==> src/rtl/tod_regs_pkg.sv <==
package tod_regs_pkg;
  localparam logic [31:0] OFS_FREQ   = 32'h038;
  localparam logic [31:0] OFS_SEC_HI = 32'h100;
  localparam logic [31:0] OFS_SEC_LO = 32'h104;
  localparam logic [31:0] OFS_NSEC   = 32'h108;

  typedef enum logic [2:0] {
    SEL_NONE,
    SEL_FREQ,
    SEL_SEC_HI,
    SEL_SEC_LO,
    SEL_NSEC
  } reg_sel_e;
endpackage

==> src/rtl/tod_addr_dec.sv <==
module tod_addr_dec
  import tod_regs_pkg::*;
#(
  parameter int unsigned AW = 12
) (
  input  logic [AW-1:0] addr_i,
  output reg_sel_e      sel_o
);
  // word-aligned decode; byte lanes ignored
  localparam int unsigned WA_W = AW - 2;

  logic [WA_W-1:0] wa;
  assign wa = addr_i[AW-1:2];

  always_comb begin
    sel_o = SEL_NONE;
    if (wa == OFS_FREQ[AW-1:2])        sel_o = SEL_FREQ;
    else if (wa == OFS_SEC_HI[AW-1:2]) sel_o = SEL_SEC_HI;
    else if (wa == OFS_SEC_LO[AW-1:2]) sel_o = SEL_SEC_LO;
    else if (wa == OFS_NSEC[AW-1:2])   sel_o = SEL_NSEC;
  end
endmodule

==> src/rtl/tod_snapshot.sv <==
module tod_snapshot #(
  parameter int unsigned SEC_W = 48
) (
  input  logic             clk_i,
  input  logic             rst_ni,
  input  logic             capture_i,
  input  logic [SEC_W-1:0] live_sec_i,
  output logic [SEC_W-1:0] snap_sec_o
);
  always_ff @(posedge clk_i or negedge rst_ni) begin
    if (!rst_ni)        snap_sec_o <= '0;
    else if (capture_i) snap_sec_o <= live_sec_i;
  end
endmodule

==> src/rtl/tod_stage.sv <==
module tod_stage #(
  parameter int unsigned DW    = 32,
  parameter int unsigned SEC_W = 48,
  parameter int unsigned NS_W  = 32
) (
  input  logic             clk_i,
  input  logic             rst_ni,
  input  logic             wr_hi_i,
  input  logic             wr_lo_i,
  input  logic             wr_ns_i,
  input  logic [DW-1:0]    wdata_i,
  output logic             load_o,
  output logic [SEC_W-1:0] load_sec_o,
  output logic [NS_W-1:0]  load_ns_o
);
  localparam int unsigned HI_W = SEC_W - DW;

  logic [HI_W-1:0] shadow_hi;
  logic [DW-1:0]   shadow_lo;

  always_ff @(posedge clk_i or negedge rst_ni) begin
    if (!rst_ni) begin
      shadow_hi <= '0;
      shadow_lo <= '0;
    end else begin
      if (wr_hi_i) shadow_hi <= wdata_i[HI_W-1:0];
      if (wr_lo_i) shadow_lo <= wdata_i;
    end
  end

  always_ff @(posedge clk_i or negedge rst_ni) begin
    if (!rst_ni) begin
      load_o     <= 1'b0;
      load_sec_o <= '0;
      load_ns_o  <= '0;
    end else begin
      load_o <= wr_ns_i;
      if (wr_ns_i) begin
        load_sec_o <= {shadow_hi, shadow_lo};
        load_ns_o  <= wdata_i[NS_W-1:0];
      end
    end
  end
endmodule

==> src/rtl/tod_snap_regs.sv <==
module tod_snap_regs
  import tod_regs_pkg::*;
#(
  parameter int unsigned AW       = 12,
  parameter int unsigned DW       = 32,
  parameter int unsigned SEC_W    = 48,
  parameter int unsigned NS_W     = 32,
  parameter logic [31:0] CLK_FREQ = 32'd100_000_000
) (
  input  logic             clk_i,
  input  logic             rst_ni,
  input  logic             req_i,
  input  logic             we_i,
  input  logic [AW-1:0]    addr_i,
  input  logic [DW-1:0]    wdata_i,
  output logic [DW-1:0]    rdata_o,
  input  logic [SEC_W-1:0] live_sec_i,
  input  logic [NS_W-1:0]  live_ns_i,
  output logic             load_o,
  output logic [SEC_W-1:0] load_sec_o,
  output logic [NS_W-1:0]  load_ns_o
);
  localparam int unsigned HI_W  = SEC_W - DW;
  localparam int unsigned PAD_W = 2 * DW - SEC_W;

  reg_sel_e         sel;
  logic             rd, wr;
  logic [SEC_W-1:0] snap_sec;
  logic [DW-1:0]    rd_mux;

  assign rd = req_i && !we_i;
  assign wr = req_i &&  we_i;

  tod_addr_dec #(.AW(AW)) u_dec (
    .addr_i (addr_i),
    .sel_o  (sel)
  );

  tod_snapshot #(.SEC_W(SEC_W)) u_snap (
    .clk_i      (clk_i),
    .rst_ni     (rst_ni),
    .capture_i  (rd && sel == SEL_NSEC),
    .live_sec_i (live_sec_i),
    .snap_sec_o (snap_sec)
  );

  tod_stage #(.DW(DW), .SEC_W(SEC_W), .NS_W(NS_W)) u_stage (
    .clk_i      (clk_i),
    .rst_ni     (rst_ni),
    .wr_hi_i    (wr && sel == SEL_SEC_HI),
    .wr_lo_i    (wr && sel == SEL_SEC_LO),
    .wr_ns_i    (wr && sel == SEL_NSEC),
    .wdata_i    (wdata_i),
    .load_o     (load_o),
    .load_sec_o (load_sec_o),
    .load_ns_o  (load_ns_o)
  );

  // nanoseconds come straight from the live counter, captured with the seconds
  logic [DW-1:0] ns_ext;
  generate
    if (NS_W >= DW) begin : g_ns_full
      assign ns_ext = live_ns_i[DW-1:0];
    end else begin : g_ns_pad
      assign ns_ext = {{(DW - NS_W){1'b0}}, live_ns_i};
    end
  endgenerate

  always_comb begin
    unique case (sel)
      SEL_FREQ:   rd_mux = CLK_FREQ[DW-1:0];
      SEL_SEC_HI: rd_mux = {{PAD_W{1'b0}}, snap_sec[SEC_W-1:DW]};
      SEL_SEC_LO: rd_mux = snap_sec[DW-1:0];
      SEL_NSEC:   rd_mux = ns_ext;
      default:    rd_mux = '0;
    endcase
  end

  always_ff @(posedge clk_i or negedge rst_ni) begin
    if (!rst_ni)  rdata_o <= '0;
    else if (rd)  rdata_o <= rd_mux;
  end

  logic unused_hi;
  assign unused_hi = ^HI_W;
endmodule

==> config.mk <==
export PLATFORM = sky130hd
export DESIGN_NAME = tod_snap_regs
export DESIGN_NICKNAME = d
export VERILOG_FILES = /design/src/rtl/tod_regs_pkg.sv /design/src/rtl/tod_addr_dec.sv /design/src/rtl/tod_snapshot.sv /design/src/rtl/tod_stage.sv /design/src/rtl/tod_snap_regs.sv
export SDC_FILE = /design/constraint.sdc
export NUM_CORES = 1
export LEC_CHECK = 0
export BUFFER_PORTS_ARGS = -buffer_cell sky130_fd_sc_hd__buf_2
export CORE_ASPECT_RATIO = 0.7
export CORE_UTILIZATION = 45
export CTS_CLUSTER_DIAMETER = 100
export DETAILED_ROUTE_END_ITERATION = 8
export PLACE_DENSITY = 0.7
export SYNTH_ARGS = -nofsm -noshare
export SYNTH_HDL_FRONTEND = slang
export SYNTH_HIERARCHICAL = 1
export SYNTH_SLANG_ARGS = --single-unit
==> constraint.sdc <==
create_clock -name clk_i -period 1.1 [get_ports clk_i]
set_input_delay 0 -clock clk_i [delete_from_list [all_inputs] [get_ports clk_i]]
set_output_delay 0 -clock clk_i [all_outputs]
set_load 0.02 [all_outputs]
==> report_table.html <==
<table>
<tr><th>Metric</th><th>Value</th></tr>
<tr><th colspan="2">STA</th></tr>
<tr><td>Worst Slack Setup Final</td><td>-0.7821 ns</td></tr>
<tr><td>Post-layout minimum cycle time</td><td>1.882 ns</td></tr>
<tr><td>Share of the clock period used by the worst path</td><td>171.1%</td></tr>
<tr><td>Tightest Pin Transition</td><td>0.5094 ns</td></tr>
<tr><td>Top achievable clock speed</td><td>0.5313 GHz</td></tr>
<tr><td>Clock Skews</td><td>between 0.02 and 0.025 ns</td></tr>
<tr><td>Remaining max-slew budget at the tightest pin</td><td>between 60% and 70%</td></tr>
<tr><td>Final count of pins violating max slew</td><td>0</td></tr>
<tr><td>Final count of hold timing violations</td><td>8</td></tr>
<tr><td>Setup-violating endpoint count in the final report</td><td>209</td></tr>
<tr><td>RSZ-0062 raised after global routing</td><td>true</td></tr>
<tr><td>Sum of negative setup slack</td><td>-151.37 ns</td></tr>
<tr><td>Hold_ws</td><td>-0.01853 ns</td></tr>
<tr><th colspan="2">Routing</th></tr>
<tr><td>Routed length per instance</td><td>between 15 and 20 um</td></tr>
<tr><td>Total Routed Length</td><td>roughly 25 mm</td></tr>
<tr><td>Total via count in the routed design</td><td>between 6,000 and 7,000</td></tr>
<tr><td>DRT iter0 DRCs</td><td>around 370</td></tr>
<tr><td>Residual DRC</td><td>0</td></tr>
<tr><td>Number of vias per cell after detailed routing</td><td>5.097</td></tr>
<tr><td>DRT antenna net count</td><td>0</td></tr>
<tr><td>Detailed Routing Iterations Pass 1</td><td>4</td></tr>
<tr><th colspan="2">Synth</th></tr>
<tr><td>Fraction of post-synthesis cell area in the top cell type by area</td><td>~58%</td></tr>
<tr><td>Part of the Yosys area used for sequential elements</td><td>57.54%</td></tr>
<tr><td>Mean instance size in the synthesized netlist</td><td>between 15 and 20 sq um</td></tr>
<tr><td>#FFs+latches synth</td><td>about 210</td></tr>
<tr><td>Yosys cell types</td><td>29</td></tr>
<tr><td>Post-Syn Instances</td><td>585</td></tr>
<tr><td>Number of nets in the synthesized netlist</td><td>713</td></tr>
<tr><td>Area contributors post-synth</td><td>dfrtp_1 58%, mux2_4 17%, mux2_2 8.9%, nor4bb_1 3.2%, buf_12 1.8%</td></tr>
<tr><td>Dominant cell type by area after synthesis</td><td>dfrtp_1</td></tr>
<tr><td>Cell area after technology mapping</td><td>between 0.009 and 0.01 sq mm</td></tr>
<tr><td>Synthesis Warnings</td><td>6</td></tr>
<tr><th colspan="2">Worst setup path</th></tr>
<tr><td>Number of cells on the worst reg-to-reg path</td><td>3</td></tr>
<tr><td>Required time of the worst setup path</td><td>about 1.5 ns</td></tr>
<tr><td>Crit. End Element</td><td>register</td></tr>
<tr><td>Critical path start-end classification</td><td>input port to register</td></tr>
<tr><td>Delay contributed by the slowest stage of the critical path</td><td>about 0.53 ns</td></tr>
<tr><td>Kind of start point of the critical path</td><td>input port</td></tr>
<tr><td>Max Fanout on Critical Path</td><td>7</td></tr>
<tr><td>Category of cells accounting for the largest share of critical-path delay</td><td>simple AND/OR/NAND/NOR gates</td></tr>
<tr><td>CP cell instances</td><td>buf_6 -&gt; or4_4 -&gt; nand4bb_4 -&gt; nor3b_4 -&gt; nor3b_4 -&gt; and3_4 -&gt; buf_12 -&gt; clkbuf_16 -&gt; mux2_4</td></tr>
<tr><td>R2r endpoint</td><td>rdata_o[6]</td></tr>
<tr><td>Worst reg2reg startpoint</td><td>u_snap/snap_sec_o[38]</td></tr>
<tr><td>Crit-path most repeated cell</td><td>nor3b_4</td></tr>
<tr><td>Sum of buffers and inverters on the critical path</td><td>3</td></tr>
<tr><td>Setup slack of the most critical reg-to-reg path</td><td>-0.04 ns</td></tr>
<tr><td>Crit path max-delay cell type</td><td>or4_4</td></tr>
<tr><td>Arrival @ worst endpoint</td><td>2.27 ns</td></tr>
<tr><th colspan="2">Global route</th></tr>
<tr><td>Pin count of the biggest net entering global routing</td><td>43</td></tr>
<tr><td>Via count of the first global-routing pass</td><td>6,881</td></tr>
<tr><td>Total global-route track usage</td><td>23.26%</td></tr>
<tr><td>Antenna violations before repair</td><td>1</td></tr>
<tr><td>Global-route wire length before repair</td><td>37.45 mm</td></tr>
<tr><td>Remaining global-route overflow</td><td>0</td></tr>
<tr><th colspan="2">Clocking</th></tr>
<tr><td>Largest buffer count on any clock path</td><td>3</td></tr>
<tr><td>Clock network latency to the later pin of the worst-skew pair</td><td>0.51 ns</td></tr>
<tr><td>H-tree Lvls</td><td>1</td></tr>
<tr><td>Clock-pin slew of the registers on the worst-case setup and hold paths</td><td>0.06 ns</td></tr>
<tr><td>CTS tree</td><td>done</td></tr>
<tr><td>Library cell used as clock root buffer</td><td>clkbuf_16</td></tr>
<tr><td>Total clock buffers created by CTS</td><td>21</td></tr>
<tr><td>Number of clock sinks seen by CTS</td><td>209</td></tr>
<tr><th colspan="2">Status</th></tr>
<tr><td>Outcome</td><td>complete, but fails checks</td></tr>
<tr><td>Failing checks</td><td>negative hold slack, negative setup slack</td></tr>
<tr><th colspan="2">Layout</th></tr>
<tr><td>Commonest cells after routing, fill and taps aside</td><td>236 x buf_2, 209 x dfrtp_1, 133 x mux2_4</td></tr>
<tr><td>Share of cells above drive strength 1</td><td>about three fifths</td></tr>
<tr><td>Most frequent standard cell in the layout excluding fill and tap cells</td><td>buf_2</td></tr>
<tr><td>Core Util, Final</td><td>69.39%</td></tr>
<tr><td>Number of fill cells in the layout</td><td>around 1,300</td></tr>
<tr><td>Nets</td><td>1,115</td></tr>
<tr><td>Area added between synthesis and finish</td><td>51.17%</td></tr>
<tr><td>Final Cell Area</td><td>around 0.014 sq mm</td></tr>
<tr><th colspan="2">Pwr</th></tr>
<tr><td>Maximum VDD drop</td><td>roughly 1100 uV</td></tr>
<tr><td>Cell area power density</td><td>1229 mW/mm^2</td></tr>
<tr><td>Total chip power</td><td>about 17 mW</td></tr>
<tr><td>Leakage power</td><td>6.776 nW</td></tr>
<tr><th colspan="2">Place</th></tr>
<tr><td>Placement Setup Slack</td><td>-1.286 ns</td></tr>
<tr><td>HPWL Detailed</td><td>around 14 mm</td></tr>
<tr><td>Count of buffers inserted at the top-level ports</td><td>around 240</td></tr>
<tr><td>Routability congestion estimate</td><td>0.7826</td></tr>
<tr><td>Standard cell area after detailed placement</td><td>~0.011 sq mm</td></tr>
<tr><th colspan="2">Job</th></tr>
<tr><td># Max-Cap Violations</td><td>0</td></tr>
<tr><th colspan="2">Floorplan</th></tr>
<tr><td>Placeable core region</td><td>0.01980 sq mm</td></tr>
<tr><td>Count of pins on the block boundary</td><td>between 200 and 250</td></tr>
<tr><td>X dimension of the die</td><td>171.9 um</td></tr>
<tr><td>Die height</td><td>120.9 um</td></tr>
<tr><td>Starting density of the core</td><td>45.90%</td></tr>
<tr><td>Std-Cell Rows</td><td>43</td></tr>
<tr><td>Die footprint</td><td>a little over 0.02 sq mm</td></tr>
<tr><th colspan="2">Hold path</th></tr>
<tr><td>Tightest Hold Check Type</td><td>input port to asynchronous set/reset pin</td></tr>
</table>
[layer usage]
layer | part of all wire [%] | track usage [%] | wire (um)
met3 | 6.3 | 4.501 | 1605
met1 | 45 | 33.29 | 11380
met5 | 0 | 0 | 0
met2 | 46 | 35.78 | 11700
met4 | 2.7 | 7.135 | 678
[through the flow]
step           hold slack (ns)  std cells
4_1_cts               -0.01024       1251
3_3_place_gp          -0.04799       1089
3_5_place_dp          -0.05260       1089
6_report              -0.01853       1273
5_1_grt               0.006861       1273
2_1_floorplan          -0.2956        585
[cell families (layout without fill, tap and decap cells)]
group | after synthesis | count (layout) | share of synthesized area (%)
compound gates | 67 | 67 | 4.777
buf+inv | 43 | 460 | 4.529
flops | 209 | 209 | 57.54
mux | 176 | 176 | 26.10
other cells | 0 | 1 | 0
simple gates | 90 | 90 | 7.049
[repair_timing]
action / 4_1_cts / 5_1_grt
hold endpoints to repair: 359 / 0
gates resized for setup: 25 / 85
hold buffers: 103 / 0
cloned: 9 / 9
pin swaps: 2 / 16
endpoints found under the setup margin: 209 / 216
buffers inserted: 12 / 17
[state kept, by name, summed over array words and instances, names as in the netlist]
register and cells:
u_stage/shadow_lo 32, u_stage/shadow_hi 16, u_stage/load_sec_o 48, u_snap/snap_sec_o 48
u_stage/load_ns_o 32, rdata_o 32, u_stage/load_o 1
[area by class of cell]
type                       instances  area [sq um]  share of cell area, %
antenna                            1         2.502                0.01821
clock buffer                      31         633.1                  4.608
clock inverter                     7         167.7                  1.220
multi-input combinational        333          3884                  28.27
sequential                       209          5230                  38.07
tap                              270         337.8                  2.459
timing repair buffer             422          3485                  25.36
[Yosys cell counts]
library cell / number
nor3b_4: 1
o21bai_2: 1
buf_6: 13
a211oi_1: 13
or4_4: 1
nand4bb_4: 1
nand2_1: 35
nand4b_1: 1
nor2_4: 1
clkbuf_1: 8
nand2b_1: 13
nor3b_2: 1
o21ai_1: 32
nor3_1: 1
nor4b_1: 1
nor2b_1: 1
buf_2: 12
and3b_1: 2
a221oi_1: 4
mux2_2: 72
buf_12: 8
nor2_1: 1
mux2_4: 104
o21ba_1: 1
buf_4: 2
nor4bb_1: 29
dfrtp_1: 209
and3_1: 1
a22oi_1: 16
[worst register-to-register path: stages (launching register included)]
cell      delay (ns)
dfrtp_1         0.37
nor4bb_1        0.49
a211oi_4        0.04
o21ai_1         0.16
[worst max path at each step]
stage,from,to,slack [ns],cells past startpoint
floorplan,addr_i[10],u_snap/snap_sec_o[26],-1.28,9
global placement,addr_i[10],u_stage/load_ns_o[11],-1.25,8
detailed placement,addr_i[10],u_stage/load_ns_o[4],-1.29,8
CTS,addr_i[10],u_stage/load_sec_o[26],-0.74,9
global route,addr_i[10],u_stage/load_sec_o[5],-0.84,9
finish,addr_i[10],u_stage/load_sec_o[0],-0.78,9
[power by group]
part / internal [mW] / switching [mW]
logic: 0.544 / 0.409
registers: 7.72 / 0.0209
clock network: 5.17 / 3.02
total: 13.4 / 3.45
Power figures use the tool's default switching activity.
